==> src/rtl/f2h_pkg.sv <==
package f2h_pkg;

   // source format (binary32)
   localparam int SP_EXP_W  = 8;
   localparam int SP_FRAC_W = 23;
   localparam int SP_W      = 1 + SP_EXP_W + SP_FRAC_W;
   localparam int SP_BIAS   = (1 << (SP_EXP_W - 1)) - 1;

   // destination format (binary16)
   localparam int HP_EXP_W  = 5;
   localparam int HP_FRAC_W = 10;
   localparam int HP_W      = 1 + HP_EXP_W + HP_FRAC_W;
   localparam int HP_BIAS   = (1 << (HP_EXP_W - 1)) - 1;
   localparam int HP_EXP_MAX = (1 << HP_EXP_W) - 1;

   // derived alignment constants
   localparam int BIAS_DELTA = SP_BIAS - HP_BIAS;
   localparam int SIG_W      = SP_FRAC_W + 1;
   localparam int DROP_W     = SP_FRAC_W - HP_FRAC_W;
   localparam int PAD_W      = SIG_W + 2;
   localparam int SHIFT_MAX  = PAD_W;
   localparam int SHIFT_W    = $clog2(SHIFT_MAX + 1);
   localparam int EH_W       = SP_EXP_W + 2;
   localparam int MAG_W      = HP_EXP_W + HP_FRAC_W;

   typedef enum logic [1:0] {
      RM_NEAR_EVEN = 2'b00,
      RM_TO_ZERO   = 2'b01,
      RM_UP        = 2'b10,
      RM_DOWN      = 2'b11
   } rmode_e;

   typedef enum logic [2:0] {
      CL_ZERO,
      CL_INF,
      CL_QNAN,
      CL_SNAN,
      CL_FINITE
   } opclass_e;

   typedef struct packed {
      logic invalid;
      logic overflow;
      logic underflow;
      logic inexact;
   } flags_t;

endpackage

==> src/rtl/f2h_unpack.sv <==
module f2h_unpack
   import f2h_pkg::*;
(
   input  logic [SP_W-1:0]        op,
   output logic                   sign,
   output opclass_e               cls,
   output logic signed [EH_W-1:0] exp_hp,
   output logic [SIG_W-1:0]       sig,
   output logic [HP_FRAC_W-1:0]   nan_frac
);

   logic [SP_EXP_W-1:0]  e_fld;
   logic [SP_FRAC_W-1:0] f_fld;
   logic                 e_ones, e_zero, f_zero;
   logic [SP_EXP_W-1:0]  e_eff;

   assign sign   = op[SP_W-1];
   assign e_fld  = op[SP_W-2 -: SP_EXP_W];
   assign f_fld  = op[SP_FRAC_W-1:0];
   assign e_ones = &e_fld;
   assign e_zero = ~|e_fld;
   assign f_zero = ~|f_fld;

   always_comb begin
      if (e_ones && f_zero)          cls = CL_INF;
      else if (e_ones && f_fld[SP_FRAC_W-1]) cls = CL_QNAN;
      else if (e_ones)               cls = CL_SNAN;
      else if (e_zero && f_zero)     cls = CL_ZERO;
      else                           cls = CL_FINITE;
   end

   // subnormal sources share the minimum exponent and lose the hidden bit
   assign e_eff  = e_zero ? SP_EXP_W'(1) : e_fld;
   assign sig    = {~e_zero, f_fld};
   assign exp_hp = $signed({2'b00, e_eff}) - EH_W'(BIAS_DELTA);

   // top destination-width fraction bits carry the NaN payload
   assign nan_frac = f_fld[SP_FRAC_W-1 -: HP_FRAC_W];

endmodule

==> src/rtl/f2h_align_round.sv <==
module f2h_align_round
   import f2h_pkg::*;
(
   input  logic                   sign,
   input  rmode_e                 rmode,
   input  logic signed [EH_W-1:0] exp_hp,
   input  logic [SIG_W-1:0]       sig,
   output logic [MAG_W-1:0]       mag,
   output logic                   tiny,
   output logic                   ovf,
   output logic                   inx
);

   logic [SHIFT_W-1:0]       shamt;
   logic [SIG_W+PAD_W-1:0]   shifted;
   logic [HP_FRAC_W:0]       kept;
   logic                     guard, sticky, lsb, inc;
   logic                     pre_ovf;
   logic [MAG_W-1:0]         mag_pre;
   logic [MAG_W:0]           sum;

   localparam int TINY_CAP = -(SHIFT_MAX - DROP_W - 1);

   assign tiny    = (exp_hp < EH_W'(1));
   assign pre_ovf = !tiny && (exp_hp >= EH_W'(HP_EXP_MAX));

   always_comb begin
      if (!tiny)
         shamt = SHIFT_W'(DROP_W);
      else if (exp_hp < EH_W'(TINY_CAP))
         shamt = SHIFT_W'(SHIFT_MAX);
      else
         shamt = SHIFT_W'(DROP_W + 1) - SHIFT_W'(exp_hp);
   end

   assign shifted = {sig, PAD_W'(0)} >> shamt;
   assign kept    = shifted[PAD_W+HP_FRAC_W : PAD_W];
   assign guard   = shifted[PAD_W-1];
   // bits above the kept field are zero for every legal shift; folding
   // them into sticky keeps any lost bit visible as inexact
   assign sticky  = (|shifted[PAD_W-2:0]) | (|shifted[SIG_W+PAD_W-1 : PAD_W+HP_FRAC_W+1]);
   assign lsb     = kept[0];
   assign inx     = guard | sticky;

   always_comb begin
      unique case (rmode)
         RM_NEAR_EVEN: inc = guard & (sticky | lsb);
         RM_TO_ZERO:   inc = 1'b0;
         RM_UP:        inc = !sign & inx;
         RM_DOWN:      inc = sign & inx;
         default:      inc = 1'b0;
      endcase
   end

   assign mag_pre = tiny ? {HP_EXP_W'(0), kept[HP_FRAC_W-1:0]}
                         : {exp_hp[HP_EXP_W-1:0], kept[HP_FRAC_W-1:0]};
   assign sum     = {1'b0, mag_pre} + (MAG_W+1)'(inc);
   assign mag     = sum[MAG_W-1:0];
   assign ovf     = pre_ovf | (&sum[MAG_W-1 -: HP_EXP_W]) | sum[MAG_W];

endmodule

==> src/rtl/f2h_select.sv <==
module f2h_select
   import f2h_pkg::*;
(
   input  logic                 sign,
   input  opclass_e             cls,
   input  rmode_e               rmode,
   input  logic [HP_FRAC_W-1:0] nan_frac,
   input  logic [MAG_W-1:0]     mag,
   input  logic                 tiny,
   input  logic                 ovf,
   input  logic                 inx,
   output logic [HP_W-1:0]      res,
   output flags_t               flags
);

   localparam logic [MAG_W-1:0] MAG_INF = {HP_EXP_W'(HP_EXP_MAX), HP_FRAC_W'(0)};
   localparam logic [MAG_W-1:0] MAG_MAX = MAG_INF - MAG_W'(1);

   logic            sat_to_inf;
   logic [MAG_W-1:0] ovf_mag;
   logic [HP_FRAC_W-1:0] quiet_frac;

   always_comb begin
      unique case (rmode)
         RM_NEAR_EVEN: sat_to_inf = 1'b1;
         RM_TO_ZERO:   sat_to_inf = 1'b0;
         RM_UP:        sat_to_inf = !sign;
         RM_DOWN:      sat_to_inf = sign;
         default:      sat_to_inf = 1'b1;
      endcase
   end

   assign ovf_mag    = sat_to_inf ? MAG_INF : MAG_MAX;
   assign quiet_frac = {1'b1, nan_frac[HP_FRAC_W-2:0]};

   always_comb begin
      flags = '0;
      unique case (cls)
         CL_ZERO:  res = {sign, MAG_W'(0)};
         CL_INF:   res = {sign, MAG_INF};
         CL_QNAN:  res = {sign, HP_EXP_W'(HP_EXP_MAX), nan_frac};
         CL_SNAN: begin
            res           = {sign, HP_EXP_W'(HP_EXP_MAX), quiet_frac};
            flags.invalid = 1'b1;
         end
         default: begin
            res             = ovf ? {sign, ovf_mag} : {sign, mag};
            flags.overflow  = ovf;
            flags.underflow = tiny & inx & !ovf;
            flags.inexact   = inx | ovf;
         end
      endcase
   end

endmodule

==> src/rtl/f2h_convert.sv <==
module f2h_convert
   import f2h_pkg::*;
#(
   parameter int REG_OUT = 1
) (
   input  logic        clk,
   input  logic        rst_n,
   input  logic [31:0] op_i,
   input  logic [1:0]  rmode_i,
   output logic [15:0] res_o,
   output logic        invalid_o,
   output logic        overflow_o,
   output logic        underflow_o,
   output logic        inexact_o
);

   if (REG_OUT != 0 && REG_OUT != 1) begin : g_bad_reg_out
      $error("f2h_convert: REG_OUT must be 0 or 1");
   end
   if (SP_W != 32 || HP_W != 16) begin : g_bad_fmt
      $error("f2h_convert: port widths disagree with the package formats");
   end

   rmode_e                 rm;
   logic                   u_sign;
   opclass_e               u_cls;
   logic signed [EH_W-1:0] u_exp;
   logic [SIG_W-1:0]       u_sig;
   logic [HP_FRAC_W-1:0]   u_nan;
   logic [MAG_W-1:0]       r_mag;
   logic                   r_tiny, r_ovf, r_inx;
   logic [HP_W-1:0]        s_res;
   flags_t                 s_flags;

   assign rm = rmode_e'(rmode_i);

   f2h_unpack u_unpack (
      .op       (op_i),
      .sign     (u_sign),
      .cls      (u_cls),
      .exp_hp   (u_exp),
      .sig      (u_sig),
      .nan_frac (u_nan)
   );

   f2h_align_round u_round (
      .sign   (u_sign),
      .rmode  (rm),
      .exp_hp (u_exp),
      .sig    (u_sig),
      .mag    (r_mag),
      .tiny   (r_tiny),
      .ovf    (r_ovf),
      .inx    (r_inx)
   );

   f2h_select u_select (
      .sign     (u_sign),
      .cls      (u_cls),
      .rmode    (rm),
      .nan_frac (u_nan),
      .mag      (r_mag),
      .tiny     (r_tiny),
      .ovf      (r_ovf),
      .inx      (r_inx),
      .res      (s_res),
      .flags    (s_flags)
   );

   if (REG_OUT == 1) begin : g_reg
      logic [HP_W-1:0] res_q;
      flags_t          flags_q;
      always_ff @(posedge clk or negedge rst_n) begin
         if (!rst_n) begin
            res_q   <= '0;
            flags_q <= '0;
         end else begin
            res_q   <= s_res;
            flags_q <= s_flags;
         end
      end
      assign res_o       = res_q;
      assign invalid_o   = flags_q.invalid;
      assign overflow_o  = flags_q.overflow;
      assign underflow_o = flags_q.underflow;
      assign inexact_o   = flags_q.inexact;
   end else begin : g_comb
      assign res_o       = s_res;
      assign invalid_o   = s_flags.invalid;
      assign overflow_o  = s_flags.overflow;
      assign underflow_o = s_flags.underflow;
      assign inexact_o   = s_flags.inexact;
   end

endmodule

==> config.mk <==
export PLATFORM = sky130hd
export DESIGN_NAME = f2h_convert
export DESIGN_NICKNAME = d
export VERILOG_FILES = /design/src/rtl/f2h_pkg.sv /design/src/rtl/f2h_unpack.sv /design/src/rtl/f2h_align_round.sv /design/src/rtl/f2h_select.sv /design/src/rtl/f2h_convert.sv
export SDC_FILE = /design/constraint.sdc
export NUM_CORES = 1
export LEC_CHECK = 0
export BUFFER_PORTS_ARGS = -buffer_cell sky130_fd_sc_hd__buf_2
export CAP_MARGIN = 10
export CORE_ASPECT_RATIO = 1.2
export CORE_MARGIN = 8
export CORE_UTILIZATION = 55
export CTS_CLUSTER_DIAMETER = 50
export DETAILED_ROUTE_END_ITERATION = 8
export PLACE_DENSITY = 0.8
export SETUP_SLACK_MARGIN = 0.5
export SYNTH_ARGS = -nofsm -noshare
export SYNTH_HDL_FRONTEND = slang
export SYNTH_HIERARCHICAL = 1
export SYNTH_SLANG_ARGS = --single-unit
export TNS_END_PERCENT = 5
==> constraint.sdc <==
create_clock -name clk -period 1 [get_ports clk]
set_input_delay 0.1 -clock clk [delete_from_list [all_inputs] [get_ports clk]]
set_output_delay 0.1 -clock clk [all_outputs]
set_load 0.02 [all_outputs]
==> results.sh, run 1 <==
export IMPL_synthTopCellsByArea="dfrtp_1, buf_4, mux2i_1, nand3_1, nand2_1"
export IMPL_syn_num_nets=561
export IMPL_fp_row_count=33
export IMPL_die_w_um=92.3
export IMPL_yosysMostFrequentCell="nand2_1"
export IMPL_async_flop_share_pct=100
export IMPL_ios=56
export IMPL_ys_warn_count=6
export IMPL_synth_ff_type="dfrtp_1"
export IMPL_cts_root_buffer="clkbuf_8"
export IMPL_synth_compound_gate_area_share_pct=29.1
export IMPL_die_h_um=108
export IMPL_port_buffers=55
export IMPL_gp_congestion=1.04
export IMPL_ys_types=87
export IMPL_error="[ERROR GRT-0232] Routing congestion too high. Check the congestion heatmap in the GUI."
export IMPL_avgSynthCellArea_um2=7.42
export IMPL_cts_sinks=20
export IMPL_yosysTopAreaCellShare_pct=13.0
export IMPL_start_util_pct=56.4
export IMPL_ys_seq_area_share_pct=13.0
export IMPL_dpl_cell_area_mm2=0.00548
export IMPL_synth_simple_gate_area_share_pct=29.9
export IMPL_cts_buffers=3
export IMPL_synthTopCellsByCount="nand2_1, buf_4, nand3_1, nor2_1, o21ai_0"
export IMPL_synthMuxAreaShare_pct=8.40
export IMPL_cts_max_path_buffers=2
export IMPL_dp_hpwl_um=14100
export IMPL_synth_largest_area_cell="dfrtp_1"
export IMPL_synthCells=518
export IMPL_synthesis_area_mm2=0.00384
export IMPL_synth_fa_ha_area_share_pct=2.28
export IMPL_grt_max_degree=21
export IMPL_synth_edff_count=0
export IMPL_crit_endpoint="res_o[8]$_DFF_PN0_/D"
export IMPL_synth_xor_area_share_pct=4.33
export IMPL_haltStage="5_1_grt"
export IMPL_grt_usage_pct=68.9
export IMPL_htree_levels=1
export IMPL_synth_top_family_by_area="simple AND/OR/NAND/NOR gates"
export IMPL_outcome="stopped before the end"
export IMPL_overflow=18
export IMPL_ys_ff_latch=20
export IMPL_dp_slack_ns=-5.03
export IMPL_worst_path_end_type="register data pin"
repair_timing:
| item | 4_1_cts |
|---|---|
| hold endpoints to repair | 20 |
| pin swaps | 6 |
| cloned | 1 |
| setup buffers | 6 |
| setup endpoints to repair | 39 |
| gates resized for setup | 89 |
metal layers:
layer / GRT overflow / global-route usage, %
met1: 0 / 64.9
met2: 12 / 81.5
met3: 0 / 63.9
met4: 6 / 68.5
met5: 0 / 30.2
cell families after synthesis:
group           count (synthesis)
xor+xnor                       19
flops                          20
buf+inv                        80
compound gates                151
simple gates                  213
fa+ha+maj                       7
mux                            28
metrics by stage:
stage	instances	setup TNS [ns]	hold WS [ns]
2_1_floorplan	518	-71.87	-0.196
3_3_place_gp	799	-82.28	0.0405
3_5_place_dp	799	-88.28	0.0637
4_1_cts	810	-79.12	-0.227
==> run 2, diff against run 1 <==
--- a/config.mk
+++ b/config.mk
@@ -7,13 +7,10 @@
 export LEC_CHECK = 0
 export BUFFER_PORTS_ARGS = -buffer_cell sky130_fd_sc_hd__buf_2
 export CAP_MARGIN = 10
-export CORE_ASPECT_RATIO = 1.2
 export CORE_MARGIN = 8
-export CORE_UTILIZATION = 55
-export CTS_CLUSTER_DIAMETER = 50
+export CORE_UTILIZATION = 40
 export DETAILED_ROUTE_END_ITERATION = 8
-export PLACE_DENSITY = 0.8
-export SETUP_SLACK_MARGIN = 0.5
+export PLACE_DENSITY_LB_ADDON = 0.15
 export SYNTH_ARGS = -nofsm -noshare
 export SYNTH_HDL_FRONTEND = slang
 export SYNTH_HIERARCHICAL = 1
==> run 2 against run 1 <==
Against the previous run: the flow now finishes, with violations (negative setup slack); synthesized area unchanged; synthesized cell count unchanged.
==> results.sh, run 2 <==
export IMPL_use_met2_pct=45.4
export IMPL_synth_top_family_by_area="simple AND/OR/NAND/NOR gates"
export IMPL_synthesis_area_mm2=0.00384
export IMPL_yosysMostFrequentCell="nand2_1"
export IMPL_core_area_mm2=0.00928
export IMPL_die_h_um=114
export IMPL_layout_nets=803
export IMPL_routed_wl_um=17900
export IMPL_ys_types=87
export IMPL_n_antenna_cell=0
export IMPL_grt_max_degree=21
export IMPL_tightest_slew_ns=0.601
export IMPL_dp_cells=856
export IMPL_startpoint="op_i[27]"
export IMPL_vias=5170
export IMPL_synth_xor_area_share_pct=4.33
export IMPL_synth_edff_count=0
export IMPL_ys_warn_count=6
export IMPL_max_slew_margin_rel_pct=60.0
export IMPL_synth_largest_area_cell="dfrtp_1"
export IMPL_cellPowerDensity_mw_per_mm2=840
export IMPL_final_cell_mix="buf_4, buf_2, nand2_1"
export IMPL_overflow=0
export IMPL_hold_viol=0
export IMPL_critPathSlowestCell="nor4_4"
export IMPL_finalMaxSlewViolations=0
export IMPL_synthMuxAreaShare_pct=8.40
export IMPL_fin_crit_sh_pct=514
export IMPL_crit_path_end_kind="register"
export IMPL_hold_path_class="input port to register"
export IMPL_synth_compound_gate_area_share_pct=29.1
export IMPL_dieArea_mm2=0.0130
export IMPL_fin_crit_ns=5.14
export IMPL_max_cap_violations=0
export IMPL_synthCells=518
export IMPL_crit_type="input port to register"
export IMPL_synth_simple_gate_area_share_pct=29.9
export IMPL_cts_max_path_buffers=2
export IMPL_fin_ws_ns=-4.14
export IMPL_synthTopCellsByCount="nand2_1, buf_4, nand3_1, nor2_1, o21ai_0"
export IMPL_area_delta_synth_final_pct=65.0
export IMPL_final_common_cell="buf_4"
export IMPL_cts_root_buffer="clkbuf_8"
export IMPL_largest_register_ff_count=16
export IMPL_async_flop_share_pct=100
export IMPL_syn_num_nets=561
export IMPL_ios=56
export IMPL_cp_required_ns=1.19
export IMPL_port_buffers=55
export IMPL_avgSynthCellArea_um2=7.42
export IMPL_die_w_um=114
export IMPL_cts_tree="built"
export IMPL_setup_viol=19
export IMPL_fin_cells=887
export IMPL_grtUsageMet1_pct=34.7
export IMPL_cp_top_family="compound AO/OA/AOI/OAI gates"
export IMPL_slowest_delay_ns=0.39
export IMPL_grt_setup_unrepaired="true"
export IMPL_dp_hpwl_um=14100
export IMPL_met3_usage_pct=2.85
export IMPL_crit_top_cell="buf_6"
export IMPL_violations="negative setup slack"
export IMPL_drc=0
export IMPL_wl_per_cell_um=20.2
export IMPL_synth_ff_type="dfrtp_1"
export IMPL_top_usage_layer="met2"
export IMPL_start_util_pct=41.4
export IMPL_cts_sinks=20
export IMPL_first_iter_violations=472
export IMPL_fp_row_count=35
export IMPL_crit_path_max_fanout=13
export IMPL_dp_slack_ns=-4.90
export IMPL_drive_gt1_share_pct=52.6
export IMPL_clk_pin_slew_ns=0.06
export IMPL_worstSetupEndpoint="res_o[0]"
export IMPL_crit_cells=28
export IMPL_critPathLaunchType="input port"
export IMPL_gp_congestion=0.979
export IMPL_crit_buf_inv=5
export IMPL_grt_usage_pct=27.0
export IMPL_grt_pass1_vias=5120
export IMPL_outcome="finished with violations"
export IMPL_grt_antenna_before_repair=0
export IMPL_max_freq_mhz=194
export IMPL_cts_buffers=3
export IMPL_firstDrtPassIters=5
export IMPL_synthTopCellsByArea="dfrtp_1, buf_4, mux2i_1, nand3_1, nand2_1"
export IMPL_synth_fa_ha_area_share_pct=2.28
export IMPL_p_leak_nw=2.87
export IMPL_htree_levels=1
export IMPL_worstPathArrival_ns=5.33
export IMPL_vias_per_cell=5.83
export IMPL_yosysTopAreaCellShare_pct=13.0
export IMPL_antenna_left=0
export IMPL_ir_worst_vdd_uv=702
export IMPL_ys_ff_latch=20
export IMPL_ys_seq_area_share_pct=13.0
export IMPL_grt_pass1_wl_um=27500
## run 2: metrics by stage
| stage | util (%) | TNS [ns] | area, um^2 | power [mW] | hold slack, ns |
|---|---|---|---|---|---|
| floorplan | - | -71.87 | 3990 | 2.75 | -0.196 |
| global placement | 61.5 | -85.30 | 5710 | 4.34 | 0.0469 |
| detailed placement | 61.5 | -86.59 | 5710 | 4.35 | 0.0496 |
| CTS | 66.9 | -73.23 | 6210 | 5.17 | 0.264 |
| global route | 68.3 | -76.95 | 6340 | 5.60 | 0.282 |
| finish | 68.3 | -73.51 | 6340 | 5.33 | 0.284 |
## run 2: logic make-up after synthesis
family | count (synthesis)
muxes | 28
DFF | 20
AOI/OAI and AO/OA | 151
adders and majority gates | 7
and+or+nand+nor | 213
buffers and inverters | 80
xor gates and xnor gates | 19
## run 2: worst min-delay path by stage
stage             start        end  slack [ns]  cells after the start
6_report       op_i[13]   res_o[0]        0.28                      3
5_1_grt        op_i[13]   res_o[0]        0.28                      3
4_1_cts        op_i[13]   res_o[0]        0.26                      3
3_5_place_dp      rst_n   res_o[9]        0.05                      1
3_3_place_gp      rst_n  inexact_o        0.05                      1
2_1_floorplan     rst_n  inexact_o       -0.20                      0
## run 2: what timing repair did
item | in CTS | in global routing
setup endpoints to repair | 19 | 19
gates cloned | 2 | 0
buffers inserted | 19 | 6
hold endpoints to repair | 21 | 0
hold buffers | 2 | 0
pin swaps | 27 | 19
resized for setup | 65 | 15
## run 2: cell type report
cell class | count | area, um^2
multi-input cells | 420 | 3270
flip-flops and latches | 20 | 500
inverters | 9 | 42.5
well taps | 129 | 161
repair buffers | 306 | 2320
clock buffers | 3 | 41.3
fillers | 816 | 2940
## run 2: worst min-delay path, cell delays in order
cell	delay, ns
buf_2	0.14
buf_4	0.13
a221o_1	0.13
## run 2: power breakdown
| group | total, mW | switching, mW | internal [mW] |
|---|---|---|---|
| clock | 0.493 | 0.225 | 0.267 |
| combinational | 3.92 | 1.97 | 1.95 |
| sequential | 0.914 | 0.0190 | 0.895 |
## run 2: metal layers
metal | vias up | wire [um]
met3 | 47 | 1240
met2 | 267 | 8270
li1 | 2409 | -
met1 | 2447 | 7720
met4 | 0 | 663
met5 | - | 0
(Power assumes the default switching activity.)
